<file path="config.mk">
export PLATFORM = sky130hd
export DESIGN_NAME = touch_adc_spi
export DESIGN_NICKNAME = d
export VERILOG_FILES = /design/src/rtl/tsc_pkg.sv /design/src/rtl/tsc_sync.sv /design/src/rtl/tsc_spi_front.sv /design/src/rtl/tsc_scaler.sv /design/src/rtl/tsc_reply_seq.sv /design/src/rtl/touch_adc_spi.sv
export SDC_FILE = /design/constraint.sdc
export NUM_CORES = 1
export LEC_CHECK = 0
export ABC_AREA = 0
export BUFFER_PORTS_ARGS = -buffer_cell sky130_fd_sc_hd__buf_2
export CORE_MARGIN = 4
export CORE_UTILIZATION = 59
export DETAILED_ROUTE_END_ITERATION = 6
export HOLD_SLACK_MARGIN = 0.1
export PLACE_DENSITY = 0.76
export SLEW_MARGIN = 30
export SYNTH_ARGS = -nofsm -noshare
export SYNTH_HDL_FRONTEND = slang
export SYNTH_SLANG_ARGS = --single-unit
</file>
<file path="constraint.sdc">
create_clock -name clk -period 18.5 [get_ports clk]
set_input_delay 1.85 -clock clk [delete_from_list [all_inputs] [get_ports clk]]
set_output_delay 1.85 -clock clk [all_outputs]
set_load 0.01 [all_outputs]
</file>
<file path="src/rtl/tsc_pkg.sv">
package tsc_pkg;
  // Reply sequencing state
  typedef enum logic [1:0] {
    SEQ_IDLE = 2'd0,  // no command pending, replies are zero
    SEQ_HI   = 2'd1,  // upper reply byte loaded
    SEQ_LO   = 2'd2   // lower reply byte loaded, zeros follow
  } seq_e;

  // Command byte layout
  localparam int CMD_BIT = 7;
  localparam int CH_LSB  = 4;
  localparam int CH_W    = 3;

  // Channel codes with live behaviour; all others read as zero
  localparam logic [CH_W-1:0] CH_TEMP0 = 3'd0;
  localparam logic [CH_W-1:0] CH_Y     = 3'd1;
  localparam logic [CH_W-1:0] CH_X     = 3'd5;
endpackage

</file>
<file path="src/rtl/tsc_sync.sv">
module tsc_sync #(
  parameter int             W       = 3,
  parameter int             STAGES  = 2,
  parameter logic [W-1:0]   RST_VAL = '0
) (
  input  logic         clk,
  input  logic         rst,
  input  logic [W-1:0] d,
  output logic [W-1:0] q
);
  logic [W-1:0] chain [STAGES];

  for (genvar g = 0; g < STAGES; g++) begin : g_stage
    if (g == 0) begin : g_first
      always_ff @(posedge clk) begin
        if (rst) chain[g] <= RST_VAL;
        else     chain[g] <= d;
      end
    end else begin : g_next
      always_ff @(posedge clk) begin
        if (rst) chain[g] <= RST_VAL;
        else     chain[g] <= chain[g-1];
      end
    end
  end

  assign q = chain[STAGES-1];
endmodule

</file>
<file path="src/rtl/tsc_spi_front.sv">
module tsc_spi_front #(
  parameter int BYTE_W      = 8,
  parameter int SYNC_STAGES = 2
) (
  input  logic              clk,
  input  logic              rst,
  input  logic              spi_sck,
  input  logic              spi_cs_n,
  input  logic              spi_mosi,
  input  logic [BYTE_W-1:0] tx_byte,
  output logic              cs_sel,
  output logic              byte_done,
  output logic [BYTE_W-1:0] rx_byte,
  output logic              spi_miso
);
  localparam int               CNT_W = $clog2(BYTE_W);
  localparam logic [CNT_W-1:0] LAST  = CNT_W'(BYTE_W - 1);

  logic [2:0]        pins_s;
  logic              sck_s, mosi_s, sck_prev;
  logic              sck_rise, sck_fall;
  logic [CNT_W-1:0]  bit_cnt;
  logic [BYTE_W-1:0] rx_shift, tx_shift;

  // Pin order {mosi, cs_n, sck}; chip select resets inactive
  tsc_sync #(.W(3), .STAGES(SYNC_STAGES), .RST_VAL(3'b010)) u_sync (
    .clk (clk),
    .rst (rst),
    .d   ({spi_mosi, spi_cs_n, spi_sck}),
    .q   (pins_s)
  );

  assign sck_s    = pins_s[0];
  assign cs_sel   = ~pins_s[1];
  assign mosi_s   = pins_s[2];
  assign sck_rise = cs_sel &  sck_s & ~sck_prev;
  assign sck_fall = cs_sel & ~sck_s &  sck_prev;

  always_ff @(posedge clk) begin
    if (rst) sck_prev <= 1'b0;
    else     sck_prev <= sck_s;
  end

  // Receive path: capture on rising edge, flag every full byte
  always_ff @(posedge clk) begin
    if (rst) begin
      bit_cnt   <= '0;
      rx_shift  <= '0;
      rx_byte   <= '0;
      byte_done <= 1'b0;
    end else if (!cs_sel) begin
      bit_cnt   <= '0;
      byte_done <= 1'b0;
    end else begin
      byte_done <= 1'b0;
      if (sck_rise) begin
        rx_shift <= {rx_shift[BYTE_W-2:0], mosi_s};
        if (bit_cnt == LAST) begin
          bit_cnt   <= '0;
          rx_byte   <= {rx_shift[BYTE_W-2:0], mosi_s};
          byte_done <= 1'b1;
        end else begin
          bit_cnt <= bit_cnt + 1'b1;
        end
      end
    end
  end

  // Transmit path: load at the falling edge that closes a byte, else shift
  always_ff @(posedge clk) begin
    if (rst || !cs_sel) begin
      tx_shift <= '0;
    end else if (sck_fall) begin
      if (bit_cnt == '0) tx_shift <= tx_byte;
      else               tx_shift <= {tx_shift[BYTE_W-2:0], 1'b0};
    end
  end

  always_ff @(posedge clk) begin
    if (rst) spi_miso <= 1'b0;
    else     spi_miso <= cs_sel & tx_shift[BYTE_W-1];
  end
endmodule

</file>
<file path="src/rtl/tsc_scaler.sv">
module tsc_scaler
  import tsc_pkg::*;
#(
  parameter int PIX_W    = 8,
  parameter int RES_W    = 12,
  parameter int X_SPAN   = 3536,
  parameter int X_PIXELS = 256,
  parameter int X_OFFSET = 256,
  parameter int Y_SPAN   = 3696,
  parameter int Y_PIXELS = 192,
  parameter int Y_OFFSET = 176
) (
  input  logic [CH_W-1:0]  chan,
  input  logic             touch,
  input  logic [PIX_W-1:0] px,
  input  logic [PIX_W-1:0] py,
  output logic [RES_W-1:0] result
);
  localparam int                PROD_W  = PIX_W + RES_W + 2;
  localparam logic [PROD_W-1:0] RES_MAX = PROD_W'((1 << RES_W) - 1);

  logic [PROD_W-1:0] x_full, y_full;
  logic [RES_W-1:0]  x_res, y_res;

  function automatic logic [RES_W-1:0] clamp(input logic [PROD_W-1:0] v);
    if (v > RES_MAX) return RES_MAX[RES_W-1:0];
    return v[RES_W-1:0];
  endfunction

  always_comb begin
    x_full = (PROD_W'(px) * PROD_W'(X_SPAN)) / PROD_W'(X_PIXELS) + PROD_W'(X_OFFSET);
    y_full = (PROD_W'(py) * PROD_W'(Y_SPAN)) / PROD_W'(Y_PIXELS) + PROD_W'(Y_OFFSET);
    x_res  = clamp(x_full);
    y_res  = clamp(y_full);
    case (chan)
      CH_X:    result = touch ? x_res : '0;
      CH_Y:    result = touch ? y_res : RES_MAX[RES_W-1:0];
      default: result = '0;
    endcase
  end
endmodule

</file>
<file path="src/rtl/tsc_reply_seq.sv">
module tsc_reply_seq
  import tsc_pkg::*;
#(
  parameter int BYTE_W = 8,
  parameter int RES_W  = 12
) (
  input  logic              clk,
  input  logic              rst,
  input  logic              cs_sel,
  input  logic              byte_done,
  input  logic              is_cmd,
  input  logic [CH_W-1:0]   cmd_chan,
  input  logic              touch,
  input  logic [RES_W-1:0]  conv,
  output logic [BYTE_W-1:0] tx_byte,
  output seq_e              stage,
  output logic [RES_W-1:0]  result_q,
  output logic              pen_irq_n
);
  localparam int HI_BITS = BYTE_W - 1;
  localparam int LO_BITS = RES_W - HI_BITS;
  localparam int LO_PAD  = BYTE_W - LO_BITS;

  always_ff @(posedge clk) begin
    if (rst) begin
      stage     <= SEQ_IDLE;
      tx_byte   <= '0;
      result_q  <= '0;
      pen_irq_n <= 1'b1;
    end else if (!cs_sel) begin
      stage   <= SEQ_IDLE;
      tx_byte <= '0;
    end else if (byte_done) begin
      if (is_cmd) begin
        result_q <= conv;
        tx_byte  <= {1'b0, conv[RES_W-1:LO_BITS]};
        stage    <= SEQ_HI;
        if (cmd_chan == CH_TEMP0) pen_irq_n <= ~touch;
      end else if (stage == SEQ_HI) begin
        tx_byte <= {result_q[LO_BITS-1:0], {LO_PAD{1'b0}}};
        stage   <= SEQ_LO;
      end else begin
        tx_byte <= '0;
      end
    end
  end
endmodule

</file>
<file path="src/rtl/touch_adc_spi.sv">
module touch_adc_spi
  import tsc_pkg::*;
#(
  parameter int PIX_W       = 8,
  parameter int RES_W       = 12,
  parameter int BYTE_W      = 8,
  parameter int SYNC_STAGES = 2
) (
  input  logic             clk,
  input  logic             rst,
  input  logic             spi_sck,
  input  logic             spi_cs_n,
  input  logic             spi_mosi,
  output logic             spi_miso,
  input  logic             pen_touch,
  input  logic [PIX_W-1:0] pen_x,
  input  logic [PIX_W-1:0] pen_y,
  output logic             pen_irq_n
);
  logic              cs_sel, byte_done;
  logic [BYTE_W-1:0] rx_byte, tx_byte;
  logic [RES_W-1:0]  conv, result_q;
  seq_e              seq_stage;
  logic              touch_q;
  logic [PIX_W-1:0]  px_q, py_q;

  // Input register stage for the touch sources
  always_ff @(posedge clk) begin
    if (rst) begin
      touch_q <= 1'b0;
      px_q    <= '0;
      py_q    <= '0;
    end else begin
      touch_q <= pen_touch;
      px_q    <= pen_x;
      py_q    <= pen_y;
    end
  end

  tsc_spi_front #(.BYTE_W(BYTE_W), .SYNC_STAGES(SYNC_STAGES)) u_front (
    .clk       (clk),
    .rst       (rst),
    .spi_sck   (spi_sck),
    .spi_cs_n  (spi_cs_n),
    .spi_mosi  (spi_mosi),
    .tx_byte   (tx_byte),
    .cs_sel    (cs_sel),
    .byte_done (byte_done),
    .rx_byte   (rx_byte),
    .spi_miso  (spi_miso)
  );

  tsc_scaler #(.PIX_W(PIX_W), .RES_W(RES_W)) u_scale (
    .chan   (rx_byte[CH_LSB +: CH_W]),
    .touch  (touch_q),
    .px     (px_q),
    .py     (py_q),
    .result (conv)
  );

  tsc_reply_seq #(.BYTE_W(BYTE_W), .RES_W(RES_W)) u_seq (
    .clk       (clk),
    .rst       (rst),
    .cs_sel    (cs_sel),
    .byte_done (byte_done),
    .is_cmd    (rx_byte[CMD_BIT]),
    .cmd_chan  (rx_byte[CH_LSB +: CH_W]),
    .touch     (touch_q),
    .conv      (conv),
    .tx_byte   (tx_byte),
    .stage     (seq_stage),
    .result_q  (result_q),
    .pen_irq_n (pen_irq_n)
  );
endmodule

</file>
# After elaboration in Yosys (flattened, before gate mapping)
# Memory sizes are Yosys's and may differ from the RTL's.
# Index checks and enable logic that the tools add are counted.
# word_totals
reg_bits	62
latch_bits	0
mem_bits_rw	6
romBits	0
input_bits	22
elab_cells	71
mem_count	1
# op_classes
addsub	3
multipliers	2
div_mod_pow	1
n_lt_le_gt_ge	2
n_eq_ne	4
n_shift	0
mux	21
bitwise_logic	12
reduce_logical	11
# memory_table
memory	words	word_bits	rd	rd_clocked_by_memory_dff	write_ports	line_no	rtl
u_front.u_sync.chain	2	3	2	0	2	tsc_sync.sv:11	logic [W-1:0] chain [STAGES];
# ops
operator	count
two-way mux 12 bit	6
> comparator 22 x 12 -> 1 bit (second input constant)	2
multiplier 8 x 8 -> 16 bit (second input constant)	2
two-way mux 8 bit	3
case mux 12 bit (2 select lines)	1
adder 22 x 8 -> 22 bit (second input constant)	1
divider 20 x 8 -> 22 bit (second input constant)	1
adder 12 x 9 -> 13 bit (second input constant)	1
two-way mux 3 bit	3
equality test 3 bit (second input constant)	2
logical NOT 3 bit	2
two-way mux 1 bit	6
AND reduction 3 bit	2
bitwise AND 1 bit	5
NOT 1 bit	5
two-way mux 2 bit	2
AND reduction 2 bit	2
AND reduction 4 bit	1
adder 3 x 1 -> 3 bit (second input constant)	1
equality test 3 x 1 -> 1 bit (second input constant)	1
OR reduction 3 bit	1
equality test 2 x 1 -> 1 bit (second input constant)	1
bitwise OR 1 bit	2
nonzero test 2 bit	1
other kinds (2)	2

# Logic depth before layout (Yosys ltp)
# Gate-level depths: netlist (run 1).
# depth
ltp_word	9
ltp_mapped	31
ltp_nobuf	28

# Cells and area by module
# A second synthesis (run 1) with hierarchy kept.
# unflattened
hier_cells	1124
hier_area_um2	9251.4
# by_module_without_submodules
mod	instances	cells_per_inst	area_each_um2	seq_area_each_um2
tsc_scaler	1	852	6602.6	0.0
tsc_spi_front	1	122	1156.1	580.6
tsc_reply_seq	1	103	859.6	460.4
touch_adc_spi	1	35	475.5	340.3
tsc_sync	1	12	157.7	120.1

# Least setup slack after synthesis (run 1)
# Ideal clock, no wire load.
# synth_path
path_type	reg-to-reg
start	register py_q[1]
end	register u_seq.result_q[0]
setup_ns	0.123
arrival_ns	7.414
slack_ns	10.963
path_stages_with_launch	26
path_buffers	1
synth_period_minus_slack_ns	7.537
path_cell_list	dfxtp_1 -> inv_1 -> fa_1 -> inv_1 -> fa_1 -> fa_1 -> fa_1 -> ha_1 -> nand2_1 -> a211oi_2 -> nor4_1 -> or4_1 -> buf_6 -> xnor2_1 -> mux2_2 -> o2111a_1 -> or4_1 -> a311o_1 -> nand3_2 -> ha_1 -> a41oi_1 -> o31ai_1 -> o221ai_1 -> or3_1 -> a222oi_1 -> nand2_1
# synth_between
elab_chain_cells	8
# synth_rtl
item	line_no	rtl
start, declared	touch_adc_spi.sv:25	logic [PIX_W-1:0] px_q, py_q;
start signal, assigned	touch_adc_spi.sv:36	py_q <= pen_y;
multiplier 8 x 8 -> 16 bit (*)	tsc_scaler.sv:32	y_full = (PROD_W'(py) * PROD_W'(Y_SPAN)) / PROD_W'(Y_PIXELS) + PROD_W'(Y_OFFSET);
divider 20 x 8 -> 22 bit (*)	tsc_scaler.sv:32	
adder 22 x 8 -> 22 bit (*)	tsc_scaler.sv:32	
> comparator 22 x 12 -> 1 bit	tsc_scaler.sv:26	if (v > RES_MAX) return RES_MAX[RES_W-1:0];
two-way mux 1 bit	tsc_scaler.sv:26	
two-way mux 12 bit (*)	tsc_scaler.sv:27	return v[RES_W-1:0];
two-way mux 12 bit (*)	tsc_scaler.sv:37	CH_Y: result = touch ? y_res : RES_MAX[RES_W-1:0];
case mux 12 bit (2 select lines) (*)	tsc_scaler.sv:35	case (chan)
end signal, assigned	tsc_reply_seq.sv:35	result_q <= conv;
end, declared	tsc_reply_seq.sv:17	output logic [RES_W-1:0] result_q,
# Mark *: on every way between the ends. The rest lies on a longest branch, timed or not.
# A chain may end at the register's enable or synchronous reset.

# Worst setup path after layout (run 1)
# Ends and elaborated chain as after synthesis.

==> flow_summary.ini, run 1 <==
[run_status]
status = complete, no violations

[worst_setup_path]
worst_setup_path_startpoint = py_q[1]
crit_path_start_kind = register
worstReg2RegStart = py_q[1]
worst_path_dominant_cell_family = compound AO/OA/AOI/OAI gates
end_kind = register
worstSetupPathType = reg2reg
timing.critical_path.arrival_ns = 8.99
crit_path_frequent_cell = sky130_fd_sc_hd__fa_1
reg2reg_path_depth = 24
worst_r2r_endpoint = u_seq.result_q[0]
critical_path_required_ns = 18.70
r2r_slack_ns = 9.71
timing.critical_path.slowest_stage_cell = sky130_fd_sc_hd__or4_1
critical_path.cell_chain = inv_1, fa_1, inv_1, fa_1, fa_1, fa_1, ha_1, nand2_1, o21ai_1, nor4_1, or4_1, nand2_2, o32ai_1, o31ai_1, nand3_1, a311o_1, nand3_2, ha_1, a41oi_1, o31ai_1, o221ai_1, or3_1, a222oi_1, nand2_1
timing.critical_path.slowest_cell_delay_ns = 0.83
worst-path-stages = 24
timing.critical_path.fanout_max = 15
capturing_instance_or_port_of_the_critical_path = u_seq.result_q[0]
path_buf_inv = 2

[clocking]
post_cts.repair.setup_buffers = 0
cts_inserted_buffers = 9
worst_setup_hold_path_clk_slew_ns = 0.05
clock_tree_from_tritoncts = done
cts.root.buffer_cell = sky130_fd_sc_hd__clkbuf_16
clk_latency_ns = 0.32
ctsResizeCount = 0
clock_tree.buffer_depth = 2
cts_hold_repair.buffers = 0
ctsHtreeMaxLevel = 3
numClockSinks = 64

[timing]
clock_skew_ns = 0.00601
grt_setup_unrepaired = false
timing_worst_slew_pin_value_ns = 0.892
timing.final.crit_share_pct = 47.5
final_max_slew_viol_count = 0
setup_total_negative_slack_ns = 0
slew_headroom_pct = 40.4
final.min_clock_period_ns = 8.79
fmaxAchievable_mhz = 114
final-hold-violation-count = 0
setup_violations = 0
postLayoutSetupSlackWorst_ns = 9.71

[drt]
finalWirelength_um = 14600
num_vias = 5646
dr.pass1.iters = 5
wl_per_cell_um = 15.3
drt.antenna.violating_nets = 0
route.detailed.vias_per_inst = 5.94
dr.first_iter.drc_count = 339
drc = 0

[synth]
synth_cell_types = 80
yosys_warnings = 0
synth_async_sr_flop_share_pct = 0
synth_top_cell_area_share_pct = 19.1
postSynthAreaPerCell_um2 = 8.42
synth.top_cells.by_area = sky130_fd_sc_hd__dfxtp_1 19%, sky130_fd_sc_hd__ha_1 17%, sky130_fd_sc_hd__fa_1 12%, sky130_fd_sc_hd__inv_1 5.1%, sky130_fd_sc_hd__a21oi_1 3.7%
synth.net_count = 951
synth_top_flop_cell = sky130_fd_sc_hd__dfxtp_1
count_of_flip_flops_with_a_built_in_enable_after_synthesis = 0
post_synth_top_area_cell = sky130_fd_sc_hd__dfxtp_1
synth_sequential_area_ratio_pct = 19.1
synthesis.instances = 798
synth.cell_area_mm2 = 0.00672
ys_ff_latch = 64

[floorplanning]
floorplan.die_area_mm2 = 0.0132
floorplan_die_height_um = 115
initial_utilization_pct = 61.2
fp.coreArea_mm2 = 0.0110
floorplan.die.width_um = 115
num_io_pins = 24
std_cell_rows = 38

[power_and_ir_drop]
pwr-share-clk_pct = 16.7
netSwitchingPower_mw = 0.542
register_share_of_total_power_pct = 13.2
p_int_mw = 0.556
irDropWorstVdd_mv = 0.112
leakage_nw = 3.31
netSwitchingFraction_pct = 49.3
comb_power_share_pct = 70.1
powerDensity_mw_per_mm2 = 152

[global_route]
gr-total-overflow = 0
first_pass_grt_wire_length_um = 26200
grt_use_total_pct = 23.8
grt_max_degree = 44
grt_pass1_vias = 5771
antenna_found_initial = 0

[placed_design]
placed_cells_incl_taps = 935
dpl-instance-area_mm2 = 0.00690
gpl.final_weighted_congestion = 0.991
hpwl_um = 11700
post-place-ws_ns = 9.79
port-buffer-count = 23

[min_path]
holdCritPathClass = reg2reg

[layout]
fin_nets = 959
drive_above_1_share_pct = 8.75
post_layout_nonfiller_instances = 951
finalInstanceArea_mm2 = 0.00723
most-common-layout-cells = 91 x sky130_fd_sc_hd__inv_1, 91 x sky130_fd_sc_hd__ha_1, 64 x sky130_fd_sc_hd__dfxtp_1
flow.area_growth_from_synthesis_pct = 7.62
antenna_cells_inserted = 0

[run]
timing.max_cap.violations = 0
[sequential cells by signal, indices dropped and copies added, names as in the netlist]
name                  count
u_seq.stage               2
px_q                      8
u_front.spi_miso          1
u_front.rx_shift          7
u_front.rx_byte           4
u_seq.pen_irq_n           1
u_front.bit_cnt           3
u_front.sck_prev          1
u_seq.result_q            5
u_front.byte_done         1
touch_q                   1
u_front.tx_shift          8
u_front.u_sync.chain      6
u_seq.tx_byte             8
py_q                      8
[cells in the mapped netlist, drive strengths merged (4+ instances only)]
master and number:
a211oi 15, a21boi 5, a21o 4, a21oi 52, a22oi 7, a311oi 4
a31oi 6, and2 4, and3 6, buf 11, clkbuf 19, dfxtp 64
fa 40, ha 91, inv 91, mux2 4, mux2i 20, nand2 51
nand2b 7, nand3 28, nor2 62, nor2b 34, nor3 11, o211ai 6
o21ai 47, o221ai 6, or2 6, or3 5, or4 4, xnor2 22
xor2 11
[per-stage QoR]
stage | utilization [%] | power, mW | hold WS, ns
after floorplan | - | 0.752 | 0.389
final | 65.8 | 1.10 | 0.410
after global routing | 65.8 | 1.20 | 0.442
after CTS | 65.8 | 1.09 | 0.410
after detailed placement | 62.8 | 0.898 | 0.396
after global placement | 62.8 | 0.882 | 0.392
[cell type report]
cell class	count	area, um2
clock inverter	6	90.1
inverter	91	342
clock buffer	10	239
multi-input combinational	613	4960
sequential	64	1280
tap	140	175
timing repair buffer	27	145
fill	900	3750
[power by group through the flow]
| stage | Clock (mW) | Combinational (mW) | Sequential [mW] |
|---|---|---|---|
| after CTS | 0.185 | 0.756 | 0.145 |
| after detailed placement | 0 | 0.749 | 0.148 |
| after floorplan | 0 | 0.605 | 0.147 |
| after global routing | 0.193 | 0.864 | 0.146 |
| final | 0.183 | 0.769 | 0.145 |
| after global placement | 0 | 0.734 | 0.148 |
[worst min path at each step]
stage | start | to | slack (ns) | cells past startpoint
finish | u_front.u_sync.chain[0][1] | u_front.u_sync.chain[1][1] | 0.41 | 1
detailed placement | u_front.u_sync.chain[0][1] | u_front.u_sync.chain[1][1] | 0.40 | 1
floorplan | u_front.u_sync.chain[0][1] | u_front.u_sync.chain[1][1] | 0.39 | 1
global route | u_front.u_sync.chain[0][1] | u_front.u_sync.chain[1][1] | 0.44 | 1
CTS | u_front.u_sync.chain[0][1] | u_front.u_sync.chain[1][1] | 0.41 | 1
global placement | u_front.u_sync.chain[0][1] | u_front.u_sync.chain[1][1] | 0.39 | 1
[layer usage]
metal | GRT usage (%) | part of all wire, % | vias up
met5 | 0 | 0 | -
met1 | 31.6 | 45 | 2653
met3 | 3.49 | 5.0 | 26
met4 | 4.93 | 1.5 | 0
met2 | 41.5 | 49 | 164
li1 | - | - | 2803
[cell families after synthesis]
logic type	synth area share (%)
and+or+nand+nor	17.2
AOI/OAI and AO/OA	19.6
adders and majority gates	28.9
buffers and inverters	7.21
DFF	19.1
xor gates and xnor gates	4.41
muxes	3.65
Power figures use the tool's default switching activity.
==> inputs of run 2 (changes only) <==
--- a/config.mk
+++ b/config.mk
@@ -8,10 +8,10 @@
 export ABC_AREA = 0
 export BUFFER_PORTS_ARGS = -buffer_cell sky130_fd_sc_hd__buf_2
 export CORE_MARGIN = 4
-export CORE_UTILIZATION = 59
+export CORE_UTILIZATION = 58
 export DETAILED_ROUTE_END_ITERATION = 6
 export HOLD_SLACK_MARGIN = 0.1
-export PLACE_DENSITY = 0.76
+export PLACE_DENSITY = 0.78
 export SLEW_MARGIN = 30
 export SYNTH_ARGS = -nofsm -noshare
 export SYNTH_HDL_FRONTEND = slang
==> constraint.sdc (replaced) <==
create_clock -name clk -period 8 [get_ports clk]
set_input_delay 0.8 -clock clk [delete_from_list [all_inputs] [get_ports clk]]
set_output_delay 0.8 -clock clk [all_outputs]
set_load 0.01 [all_outputs]
==> run 2 against run 1 <==
  * Wire length is 1.8% higher
  * Highest routed layer unchanged
  * Sequential share of layout area is 0.34 points lower
  * Critical endpoint unchanged
  * Cell count is 1.6% higher
  * Largest cell class unchanged
  * Non-clock buffer count up 12
  * Die area increased by 1.6%
==> flow_summary.ini, run 2 (synthesis gave the netlist of run 1 again) <==
[run_status]
status = complete, no violations

[timing]
timing.final.crit_share_pct = 95.7
final-hold-violation-count = 0
timing_worst_slew_pin_value_ns = 0.949
clock_skew_ns = 0.00396
setup_total_negative_slack_ns = 0
post_route_hold_slack_ns = 0.406
setup_violations = 0
fmaxAchievable_mhz = 131
final_max_slew_viol_count = 0
slew_headroom_pct = 36.6
final.min_clock_period_ns = 7.66

[placed_design]
port-buffer-count = 23
placed_cells_incl_taps = 948
hpwl_um = 11600
gpl.final_weighted_congestion = 0.899

[layout]
fin_nets = 971
post_layout_nonfiller_instances = 966
most-common-layout-cells = 91 x sky130_fd_sc_hd__inv_1, 90 x sky130_fd_sc_hd__ha_1, 62 x sky130_fd_sc_hd__nor2_1
flow.area_growth_from_synthesis_pct = 10.0
antenna_cells_inserted = 0
most_common_cell_after_layout_fill_and_taps_aside = sky130_fd_sc_hd__inv_1
drive_above_1_share_pct = 11.3
register_area_mm2 = 0.00128
n_fill_cell = 959
multiInputGateArea_mm2 = 0.00503

[drt]
dr.first_iter.drc_count = 341
route.detailed.vias_per_inst = 5.87
finalWirelength_um = 14800
num_vias = 5671
dr.pass1.iters = 5
wl_per_cell_um = 15.4
drt.antenna.violating_nets = 0
drc = 0

[clocking]
cts_hold_repair.buffers = 0
clock_tree.buffer_depth = 2
cts.root.buffer_cell = sky130_fd_sc_hd__clkbuf_16
ctsHtreeMaxLevel = 3
numClockSinks = 64
clk_latency_ns = 0.34
cts_inserted_buffers = 9
clock_tree_from_tritoncts = done
worst_setup_hold_path_clk_slew_ns = 0.06

[worst_setup_path]
worstReg2RegStart = py_q[1]
timing.critical_path.arrival_ns = 7.88
worst_path_dominant_cell_family = adder cells
worst_r2r_endpoint = u_seq.result_q[0]
critical_path_required_ns = 8.22
timing.critical_path.fanout_max = 12
r2r_slack_ns = 0.34
end_kind = register
path_buf_inv = 3
worstSetupPathType = reg2reg
reg2reg_path_depth = 25
crit_path_frequent_cell = sky130_fd_sc_hd__fa_1
timing.critical_path.slowest_cell_delay_ns = 0.58
timing.critical_path.slowest_stage_cell = sky130_fd_sc_hd__fa_1
crit_path_start_kind = register

[floorplanning]
fp.coreArea_mm2 = 0.0114
num_io_pins = 24
floorplan.die.width_um = 116
floorplan_die_height_um = 116
initial_utilization_pct = 59.1
floorplan.die_area_mm2 = 0.0134
std_cell_rows = 39

[power_and_ir_drop]
leakage_nw = 3.37
irDropWorstVdd_mv = 0.186
powerDensity_mw_per_mm2 = 354

[global_route]
grt_max_degree = 44
antenna_found_initial = 0
gr-total-overflow = 0
grt_pass1_vias = 5630
first_pass_grt_wire_length_um = 25400
grt_use_total_pct = 23.0

[min_path]
worst_hold_path_startpoint = u_front.u_sync.chain[0][1]
worstHoldPathCells = 1
holdCritPathClass = reg2reg
min_delay_worst_endpoint = u_front.u_sync.chain[1][1]

[run]
timing.max_cap.violations = 0
==> run 2: worst max-delay path by stage <==
| stage | startpoint | to | slack (ns) | cells past startpoint |
|---|---|---|---|---|
| floorplan | py_q[1] | u_seq.result_q[0] | 0.46 | 25 |
| global placement | py_q[1] | u_seq.result_q[0] | 0.21 | 24 |
| detailed placement | py_q[1] | u_seq.result_q[0] | 0.08 | 25 |
| CTS | py_q[1] | u_seq.result_q[0] | 0.05 | 25 |
| global route | py_q[1] | u_seq.result_q[0] | -0.02 | 26 |
| finish | py_q[1] | u_seq.result_q[0] | 0.34 | 25 |
==> run 2: worst register-to-register path: cells and delay by family, from the launching register on <==
kind            cells  cell delay (ns)
compound gates      8             2.17
fa+ha+maj           6             2.62
buf+inv             3             0.37
flops               1             0.38
simple gates        8             1.99
==> run 2: routing by layer <==
metal / vias up / global-route usage, % / part of all wire, %
met5: - / 0 / 0
met4: 0 / 4.64 / 1.1
met3: 17 / 5.43 / 5.0
met2: 168 / 40.8 / 50
met1: 2654 / 28.6 / 43
li1: 2832 / - / -
==> run 2: what timing repair did <==
action                                  in CTS  in global routing
buffers inserted                             0                  2
resized for setup                            0                 14
endpoints found under the setup margin       0                 11
==> run 2: final cells by class <==
cell class,count,share of cell area [%]
well taps,143,2.42
clock inverters,6,1.25
clock buffers,10,3.10
inverters,91,4.62
flip-flops and latches,64,17.4
repair buffers,39,3.18
multi-input cells,613,68.0
==> run 2: per-stage QoR <==
stage	area [um2]	setup slack [ns]	power (mW)	utilization [%]
after detailed placement	6980	0.0794	2.14	61.4
after floorplan	6720	0.463	1.74	-
after global routing	7390	-0.0184	2.85	65.0
after global placement	6980	0.213	2.12	61.4
final	7390	0.342	2.62	65.0
after CTS	7300	0.0465	2.56	64.2
==> run 2: where the power goes <==
part           switching (mW)  total [mW]  internal (mW)
clock network           0.144       0.418          0.274
logic                    1.11        1.86          0.758
registers              0.0113       0.337          0.325
